File: src/rtl/mlj_pkg.sv
package mlj_pkg;

    typedef enum logic [1:0] {
        SZ_BYTE  = 2'd0,
        SZ_HALF  = 2'd1,
        SZ_WORD  = 2'd2,
        SZ_WORD2 = 2'd3
    } acc_size_e;

    typedef enum logic [2:0] {
        ST_IDLE,
        ST_RD_LO,
        ST_WT_LO,
        ST_RD_HI,
        ST_WT_HI,
        ST_DONE
    } ld_state_e;

endpackage

File: src/rtl/mlj_classify.sv
module mlj_classify
    import mlj_pkg::*;
#(
    parameter int AW    = 16,
    parameter int BYTES = 4
) (
    input  logic [AW-1:0]              addr,
    input  logic [1:0]                 size,
    input  logic                       strict,
    output logic [$clog2(BYTES):0]     nbytes,
    output logic                       crosses,
    output logic                       fault,
    output logic [AW-1:0]              lo_addr,
    output logic [AW-1:0]              hi_addr
);
    localparam int OFFW = $clog2(BYTES);
    localparam int CW   = OFFW + 1;
    localparam int RW   = CW + 1;

    logic [OFFW-1:0] off;
    logic [CW-1:0]   nb;
    logic [RW-1:0]   reach;

    always_comb begin
        off = addr[OFFW-1:0];
        unique case (acc_size_e'(size))
            SZ_BYTE: nb = CW'(1);
            SZ_HALF: nb = CW'(2);
            default: nb = CW'(BYTES);
        endcase
        // last byte position reached by the access, relative to the lower word
        reach   = {1'b0, nb} + RW'(off);
        crosses = reach > RW'(BYTES);
        // natural alignment: offset has no bits below the size
        fault   = strict && ((CW'(off) & (nb - CW'(1))) != '0);
        lo_addr = {addr[AW-1:OFFW], {OFFW{1'b0}}};
        hi_addr = lo_addr + AW'(BYTES);
        nbytes  = nb;
    end

endmodule

File: src/rtl/mlj_merge.sv
module mlj_merge #(
    parameter int DW = 32
) (
    input  logic [DW-1:0]                 lo_word,
    input  logic [DW-1:0]                 hi_word,
    input  logic [$clog2(DW/8)-1:0]       off,
    input  logic [$clog2(DW/8):0]         nbytes,
    output logic [DW-1:0]                 data
);
    localparam int BYTES = DW / 8;
    localparam int OFFW  = $clog2(BYTES);

    logic [2*DW-1:0] joined;
    logic [2*DW-1:0] shifted;

    always_comb begin
        joined  = {hi_word, lo_word};
        shifted = joined >> {off, 3'b000};
    end

    for (genvar i = 0; i < BYTES; i++) begin : g_lane
        localparam logic [OFFW:0] LANE = (OFFW+1)'(i);
        assign data[8*i +: 8] = (nbytes > LANE) ? shifted[8*i +: 8] : 8'h00;
    end

endmodule

File: src/rtl/mlj_ctrl.sv
module mlj_ctrl
    import mlj_pkg::*;
#(
    parameter int AW   = 16,
    parameter int OFFW = 2
) (
    input  logic          clk,
    input  logic          rst_n,
    input  logic          req_valid,
    input  logic          req_fault,
    input  logic          req_cross,
    input  logic [AW-1:0] req_lo,
    input  logic [AW-1:0] req_hi,
    input  logic          mem_req_ready,
    input  logic          mem_rsp_valid,
    output logic          busy,
    output logic          take_req,
    output logic          load_lo,
    output logic          load_res,
    output logic          sel_second,
    output logic          mem_req_valid,
    output logic [AW-1:0] mem_req_addr,
    output logic          rsp_valid
);
    ld_state_e     state, state_nx;
    logic          cross_q;
    logic [AW-1:0] lo_q;
    logic [AW-1:0] hi_q;

    // state register
    always_ff @(posedge clk or negedge rst_n) begin
        if (!rst_n) state <= ST_IDLE;
        else        state <= state_nx;
    end

    // request attributes captured at acceptance
    always_ff @(posedge clk or negedge rst_n) begin
        if (!rst_n) begin
            cross_q <= 1'b0;
            lo_q    <= '0;
            hi_q    <= '0;
        end else if (take_req) begin
            cross_q <= req_cross;
            lo_q    <= req_lo;
            hi_q    <= req_hi;
        end
    end

    // transitions
    always_comb begin
        state_nx = state;
        unique case (state)
            ST_IDLE:  if (req_valid)     state_nx = req_fault ? ST_DONE : ST_RD_LO;
            ST_RD_LO: if (mem_req_ready) state_nx = ST_WT_LO;
            ST_WT_LO: if (mem_rsp_valid) state_nx = cross_q ? ST_RD_HI : ST_DONE;
            ST_RD_HI: if (mem_req_ready) state_nx = ST_WT_HI;
            ST_WT_HI: if (mem_rsp_valid) state_nx = ST_DONE;
            ST_DONE:                     state_nx = ST_IDLE;
            default:                     state_nx = ST_IDLE;
        endcase
    end

    // outputs
    always_comb begin
        busy          = (state != ST_IDLE);
        take_req      = (state == ST_IDLE) && req_valid;
        load_lo       = (state == ST_WT_LO) && mem_rsp_valid && cross_q;
        load_res      = ((state == ST_WT_LO) && mem_rsp_valid && !cross_q)
                      || ((state == ST_WT_HI) && mem_rsp_valid);
        sel_second    = (state == ST_WT_HI);
        mem_req_valid = (state == ST_RD_LO) || (state == ST_RD_HI);
        mem_req_addr  = (state == ST_RD_HI) ? hi_q : lo_q;
        rsp_valid     = (state == ST_DONE);
    end

    a_r10_req_held: assert property (@(posedge clk) disable iff (!rst_n)
        (mem_req_valid && !mem_req_ready) |=> (mem_req_valid && $stable(mem_req_addr)));

    a_r1_word_aligned: assert property (@(posedge clk) disable iff (!rst_n)
        mem_req_valid |-> (mem_req_addr[OFFW-1:0] == '0));

    a_r6_single_pulse: assert property (@(posedge clk) disable iff (!rst_n)
        rsp_valid |=> !rsp_valid);

    a_r7_fault_next_cycle: assert property (@(posedge clk) disable iff (!rst_n)
        (take_req && req_fault) |=> (rsp_valid && !mem_req_valid));

    a_r9_read_only_when_busy: assert property (@(posedge clk) disable iff (!rst_n)
        mem_req_valid |-> busy);

endmodule

File: src/rtl/misaligned_load_joiner.sv
module misaligned_load_joiner
    import mlj_pkg::*;
#(
    parameter int AW = 16,
    parameter int DW = 32
) (
    input  logic          clk,
    input  logic          rst_n,
    input  logic          strict_align,
    input  logic          req_valid,
    input  logic [AW-1:0] req_addr,
    input  logic [1:0]    req_size,
    output logic          busy,
    output logic          mem_req_valid,
    output logic [AW-1:0] mem_req_addr,
    input  logic          mem_req_ready,
    input  logic          mem_rsp_valid,
    input  logic [DW-1:0] mem_rsp_data,
    output logic          rsp_valid,
    output logic          rsp_fault,
    output logic [DW-1:0] rsp_data
);
    localparam int BYTES = DW / 8;
    localparam int OFFW  = $clog2(BYTES);

    logic [OFFW:0]   cl_nbytes;
    logic            cl_cross;
    logic            cl_fault;
    logic [AW-1:0]   cl_lo;
    logic [AW-1:0]   cl_hi;

    logic            take_req, load_lo, load_res, sel_second;

    logic [OFFW-1:0] off_q;
    logic [OFFW:0]   nb_q;
    logic            fault_q;
    logic [DW-1:0]   lo_word_q;
    logic [DW-1:0]   res_q;
    logic [DW-1:0]   merged;
    logic [DW-1:0]   mg_lo;

    mlj_classify #(.AW(AW), .BYTES(BYTES)) u_class (
        .addr    (req_addr),
        .size    (req_size),
        .strict  (strict_align),
        .nbytes  (cl_nbytes),
        .crosses (cl_cross),
        .fault   (cl_fault),
        .lo_addr (cl_lo),
        .hi_addr (cl_hi)
    );

    mlj_ctrl #(.AW(AW), .OFFW(OFFW)) u_ctrl (
        .clk           (clk),
        .rst_n         (rst_n),
        .req_valid     (req_valid),
        .req_fault     (cl_fault),
        .req_cross     (cl_cross),
        .req_lo        (cl_lo),
        .req_hi        (cl_hi),
        .mem_req_ready (mem_req_ready),
        .mem_rsp_valid (mem_rsp_valid),
        .busy          (busy),
        .take_req      (take_req),
        .load_lo       (load_lo),
        .load_res      (load_res),
        .sel_second    (sel_second),
        .mem_req_valid (mem_req_valid),
        .mem_req_addr  (mem_req_addr),
        .rsp_valid     (rsp_valid)
    );

    // on the second response the lower word comes from the holding register
    assign mg_lo = sel_second ? lo_word_q : mem_rsp_data;

    mlj_merge #(.DW(DW)) u_merge (
        .lo_word (mg_lo),
        .hi_word (mem_rsp_data),
        .off     (off_q),
        .nbytes  (nb_q),
        .data    (merged)
    );

    always_ff @(posedge clk or negedge rst_n) begin
        if (!rst_n) begin
            off_q     <= '0;
            nb_q      <= '0;
            fault_q   <= 1'b0;
            lo_word_q <= '0;
            res_q     <= '0;
        end else begin
            if (take_req) begin
                off_q   <= req_addr[OFFW-1:0];
                nb_q    <= cl_nbytes;
                fault_q <= cl_fault;
                if (cl_fault) res_q <= '0;
            end
            if (load_lo)  lo_word_q <= mem_rsp_data;
            if (load_res) res_q     <= merged;
        end
    end

    assign rsp_fault = rsp_valid && fault_q;
    assign rsp_data  = res_q;

    a_r5_upper_zero: assert property (@(posedge clk) disable iff (!rst_n)
        (rsp_valid && !rsp_fault && nb_q == (OFFW+1)'(1)) |-> (rsp_data[DW-1:8] == '0));

    a_r7_fault_no_data: assert property (@(posedge clk) disable iff (!rst_n)
        (rsp_valid && rsp_fault) |-> (rsp_data == '0));

    a_r7_fault_no_read: assert property (@(posedge clk) disable iff (!rst_n)
        (busy && fault_q) |-> !mem_req_valid);

    a_r8_lenient_no_fault: assert property (@(posedge clk) disable iff (!rst_n)
        (take_req && !strict_align) |=> !fault_q);

endmodule

File: config.mk
export PLATFORM = sky130hd
export DESIGN_NAME = misaligned_load_joiner
export DESIGN_NICKNAME = d
export VERILOG_FILES = /design/src/rtl/mlj_pkg.sv /design/src/rtl/mlj_classify.sv /design/src/rtl/mlj_merge.sv /design/src/rtl/mlj_ctrl.sv /design/src/rtl/misaligned_load_joiner.sv
export SDC_FILE = /design/constraint.sdc
export NUM_CORES = 1
export LEC_CHECK = 0
export BUFFER_PORTS_ARGS = -buffer_cell sky130_fd_sc_hd__buf_2
export CAP_MARGIN = 25
export CELL_PAD_IN_SITES_DETAIL_PLACEMENT = 2
export CELL_PAD_IN_SITES_GLOBAL_PLACEMENT = 2
export CORE_MARGIN = 1
export CORE_UTILIZATION = 38
export DETAILED_ROUTE_END_ITERATION = 10
export GPL_ROUTABILITY_DRIVEN = 0
export PLACE_DENSITY_LB_ADDON = 0.1
export SETUP_SLACK_MARGIN = 0.5
export SLEW_MARGIN = 0
export SYNTH_ARGS = -nofsm -noshare
export SYNTH_HDL_FRONTEND = slang
export SYNTH_SLANG_ARGS = --single-unit
export TNS_END_PERCENT = 20
File: constraint.sdc
create_clock -name clk -period 4.2 [get_ports clk]
set_clock_uncertainty 0.15 [all_clocks]
set_input_delay 0.42 -clock clk [delete_from_list [all_inputs] [get_ports clk]]
set_output_delay 0.42 -clock clk [all_outputs]
set_load 0.02 [all_outputs]
After elaboration in Yosys (flattened, before gate mapping)
Index checks and enable logic that the tools add are counted.
{ "op_classes": {"n_lt_le_gt_ge": 5, "n_shift": 1, "muxes": 18, "n_div": 0, "n_eq_ne": 11, "reduce_logical": 18, "addsub": 3, "n_bitwise": 1, "multipliers": 0} }
{ "ops": {"columns": ["operator", "n"], "rows": [
  ["$mux W32", 4],
  ["$shr A64 B5 Y32", 1],
  ["$mux W8", 4],
  ["$mux W3", 7],
  ["$add A16 B3 Y16 const B", 1],
  ["$mux W16", 1],
  ["$pmux W3 S5", 1],
  ["$ne A2 B2 Y1 const B", 5],
  ["$logic_and A1 B1 Y1", 7],
  ["$eq A3 B2 Y1 const B", 2],
  ["$eq A3 B3 Y1 const B", 2],
  ["$gt A3 B1 Y1 const B", 2],
  ["$gt A3 B2 Y1 const B", 2],
  ["$pmux W3 S2", 1],
  ["$reduce_bool A3 Y1", 2],
  ["$reduce_and A5 Y1", 1],
  ["$add A3 B2 Y4", 1],
  ["$gt A4 B3 Y1 const B", 1],
  ["$reduce_bool A2 Y1", 2],
  ["$and A2 B3 Y3", 1],
  ["$eq A3 B1 Y1 const B", 1],
  ["$logic_not A3 Y1", 1],
  ["$sub A3 B1 Y3 const B", 1],
  ["$eq A2 B1 Y1 const B", 1],
  ["4 further kinds", 5]
]} }
{ "word_totals": {"latchBits": 0, "n_memories": 0, "reg_bits": 104, "ramBits": 0, "rom_bits": 0, "in_bits": 56, "word_cells": 66, "output_inout_bits": 52} }

Depth between registers and ports, before layout
{ "logic_depth": {"word_depth": 9, "ltp_mapped": 8, "mapped_depth_nobuf": 7} }

By module
A second synthesis with hierarchy kept.
{ "unflattened": {"hier_cells": 490, "area_unflattened_um2": 6866.6} }
{ "modules_own_cells": {"columns": ["mod", "seq_area_each_um2", "n_inst", "cells_per_inst", "area_each_um2"], "rows": [
  ["misaligned_load_joiner", 1751.7, 1, 226, 3458.3],
  ["mlj_ctrl", 900.9, 1, 120, 1841.8],
  ["mlj_merge", 0.0, 1, 76, 1056.0],
  ["mlj_classify", 0.0, 1, 68, 510.5]
]} }

Worst setup path after synthesis
Ideal clock, no wire load.
{ "synth_path": {"path_kind": "flip-flop to output port", "startpoint": "reg u_ctrl.state[0]", "endpoint": "out mem_req_addr[10]", "required_time_ns": 3.630, "arrival_ns": 1.914, "slack_ns": 1.716, "n_path_buf": 2, "stages_incl_launch_ff": 6, "path_cell_list": "dfrtp_1 > clkbuf_1 > nor2b_1 > nand2_1 > buf_1 > mux2_2"} }
{ "synth_between": {"elab_chain_cells": 2} }
{ "synth_lines": {"columns": ["item", "line_no", "text"], "rows": [
  ["from (decl)", "mlj_ctrl.sv:25", "ld_state_e state, state_nx;"],
  ["from (signal assigned)", "mlj_ctrl.sv:33", "else state <= state_nx;"],
  ["$eq A3 B2 Y1", "mlj_ctrl.sv:72", "mem_req_addr = (state == ST_RD_HI) ? hi_q : lo_q;"],
  ["$mux W16", "mlj_ctrl.sv:72", null],
  ["to (decl)", "misaligned_load_joiner.sv:15", "output logic [AW-1:0] mem_req_addr,"]
]} }
No other way between the ends.

Worst setup path in the final report
{ "layout_path": {"startpoint": "reg u_ctrl.state[0]", "endpoint": "out mem_req_addr[11]"} }
Same word-level chain as after synthesis.

==> impl_metrics.tcl <==
set metrics [dict create \
    synth_compound_area_frac 0.163 \
    slew_headroom 0.348 \
    nNetsFinal 717 \
    finalWorstSetupSlack_ns 1.01 \
    track_usage 0.247 \
    syn_avg_cell_area_um2 10.4 \
    via_count 4993 \
    avgRoutedWirePerCell_um 22.3 \
    power_density_nw_per_um2 725 \
    drv_slew 0 \
    postRouteAntennaNets 0 \
    layout_min_cycle_time_ns 3.19 \
    cts_tree "yes" \
    fill_cells 1621 \
    synthTopCellsByArea "dfrtp_1 (43%), mux2_2 (10%), mux4_2 (6.1%)" \
    power_uw 5050 \
    synth_edf_count 0 \
    synthAdderAreaFrac 0.0119 \
    synth_flop_cell "dfrtp_1" \
    critPathKind "reg2out" \
    mappedNetlistArea_um2 5890 \
    start_util 0.389 \
    reg2reg_slack_ns 1.20 \
    antenna_cells 0 \
    synth.area.mux_share 0.187 \
    synth_cell_type_count 59 \
    place_worst_setup_slack_ns 1.17 \
    cp.required_ns 3.63 \
    status "finished, final reports clean" \
    holdCritStartpoint "req_addr[13]" \
    drc 0 \
    cts_made_buffers 9 \
    area_delta_synth_final_pct 18.2 \
    fp.dieW_um 126 \
    ir_drop_mv 0.260 \
    rr_startpoint "u_ctrl.state[2]" \
    tns_ns 0 \
    hold_violations 0 \
    grt_pass1_vias 5464 \
    start_kind "flip-flop" \
    wirelength_mm 18.9 \
    grt_max_degree 70 \
    synth.top_cell.area_share 0.433 \
    ys_seq_elements 102 \
    firstDrtPassIters 4 \
    async_flop_share 1.00 \
    hold_end "u_ctrl.lo_q[13]" \
    fin_crit_sh 0.760 \
    fmax_ghz 0.313 \
    syn_inst 565 \
    path_max_fanout 23 \
    min_path_cells 3 \
    clk_pin_slew_ns 0.07 \
    root_buffer "clkbuf_16" \
    worstReg2RegEnd "rsp_data[4]" \
    hp-class "in2reg" \
    die_y_um 126 \
    worstPathArrival_ns 2.62 \
    htreeDepth 3 \
    std_cell_rows 45 \
    clk_path_buf_depth 2 \
    drive_gt1_frac 0.322 \
    synth_top_family_by_area "multiplexers" \
    setup_viol 0 \
    drt_iter0_drc 221 \
    leakagePower_uw 0.00328 \
    routed_via_density 5.88 \
    clkSinkCount 102 \
    cap_viol_max_count 0 \
    ff2ff_path_depth 5 \
    core_um2 15100 \
    dieArea_um2 16000 \
    cp-end-kind "primary output" \
    grt_overflow 0 \
    synth-simple-area-share 0.144 \
    port_buffers 105 \
    grt_pass1_wl_mm 30.4 \
    yosys.area.top_type "dfrtp_1" \
    clk_latency_ns 0.35 \
    synthXorXnorAreaFrac 0.0193 \
    yosys_warnings 0 \
    ios 108 \
    rsz0062_at_grt "false" \
    whs_ns 0.153 \
    tightestPinTransition_ns 0.974 \
    dp_hpwl_mm 12.9 \
    antenna_found_initial 0 \
    yosysSeqAreaShare 0.433 \
]
-- sequential cells by signal (all words and copies together), names as in the netlist, 2 cells and up --
register / count
lo_word_q: 32
rsp_data: 32
u_ctrl.hi_q: 14
u_ctrl.lo_q: 14
nb_q: 3
u_ctrl.state: 3
off_q: 2
-- layer usage --
layer  GRT usage  part of all wire  vias to the layer above
li1            -                 -                     2268
met1       0.322              0.44                     2603
met2       0.422              0.51                      106
met3      0.0375             0.037                       16
met4      0.0773             0.013                        0
met5           0                 0                        -
-- report_power, final --
| group | switching (uW) | internal [uW] |
|---|---|---|
| logic | 1300 | 981 |
| clock network | 382 | 526 |
| registers | 427 | 1430 |
-- placed cells by master, fill, tap and decap left out, types with 4 or more instances in the layout --
master | synthesis | final
buf_4 | 3 | 15
and2_1 | 8 | 8
mux2_2 | 53 | 53
a21oi_1 | 20 | 20
nand2_1 | 89 | 89
dfrtp_1 | 102 | 101
xor2_1 | 6 | 6
o21ai_0 | 20 | 20
xnor2_1 | 7 | 7
clkbuf_8 | 0 | 4
a21o_1 | 4 | 4
buf_2 | 14 | 104
nor2b_1 | 7 | 7
mux2i_1 | 13 | 13
nor2_1 | 21 | 20
nor4bb_1 | 5 | 5
a211o_1 | 5 | 5
o211a_1 | 5 | 5
a32o_1 | 7 | 7
a211oi_1 | 24 | 24
mux4_2 | 16 | 16
nor3_1 | 9 | 9
inv_1 | 12 | 12
clkbuf_16 | 0 | 9
nand3_1 | 13 | 13
o2111ai_1 | 6 | 6
ha_1 | 4 | 4
a221o_1 | 8 | 8
a22o_1 | 8 | 8
o21a_1 | 6 | 6
-- cell families (layout without fill, tap and decap cells) --
kind of cell | count (synthesis) | in the layout
AOI/OAI and AO/OA | 129 | 129
xor gates and xnor gates | 13 | 13
adders and majority gates | 5 | 5
buffers and inverters | 56 | 151
DFF | 102 | 102
muxes | 83 | 83
other | 1 | 2
and+or+nand+nor | 176 | 176
-- synthesized netlist by cell type (2+ instances only) --
cell type,n
mux4_2,16
a211o_1,5
nor2b_1,7
o2111ai_1,6
nor4bb_1,5
nand2_1,89
xnor2_1,7
buf_2,14
o211a_1,5
inv_1,12
buf_1,3
nand2b_1,3
o2bb2ai_1,2
dfrtp_1,102
or3b_1,2
o21ai_0,20
mux2i_1,13
o311ai_0,2
nor3b_1,2
a21o_1,4
a21oi_1,20
nor3_1,9
o32ai_1,2
ha_1,4
nand4_1,3
nor2_1,21
a22o_1,8
mux2_2,53
and2_1,8
a211oi_1,24
o21a_1,6
nand3_1,13
and3_1,2
clkbuf_1,23
xor2_1,6
or3_1,2
a32oi_1,2
a221o_1,8
nand3b_1,2
buf_4,3
and4_1,3
a32o_1,7
-- stage by stage --
step	cell area [um^2]	cells	utilization
floorplan	5890	566	-
global placement	6580	829	0.435
detailed placement	6580	829	0.435
CTS	6900	845	0.456
global route	6960	849	0.460
finish	6960	849	0.460
-- repair_timing --
item / 4_1_cts / 5_1_grt
endpoints found under the hold margin: 0 / 5
gates resized for setup: 0 / 0
hold buffers: 0 / 1
setup buffers: 0 / 0
-- how the worst max path moves through the flow --
stage,end,startpoint,slack [ns],cells after the start
6_report,mem_req_addr[11],u_ctrl.state[0],1.01,4
3_3_place_gp,rsp_data[31],u_ctrl.state[1],1.26,4
3_5_place_dp,rsp_data[31],u_ctrl.state[1],1.17,4
5_1_grt,mem_req_addr[6],u_ctrl.state[0],0.82,4
2_1_floorplan,mem_req_addr[10],u_ctrl.state[0],1.72,5
4_1_cts,mem_req_addr[11],u_ctrl.state[0],0.98,4
-- area by class of cell --
type	count	area [um^2]	area share
multi-input combinational	408	3120	0.448
sequential	102	2550	0.367
clock inverter	3	40.0	0.00575
clock buffer	13	280	0.0403
tap	188	235	0.0338
inverter	13	48.8	0.00701
timing repair buffer	122	686	0.0985
-- worst max-delay path, stage by stage (launching register included) --
cell	delay (ns)
dfrtp_1	0.78
nor2b_1	0.34
nand2_1	0.50
mux2_2	0.48
buf_2	0.16
Note: power is estimated with default switching activity, not from simulation.
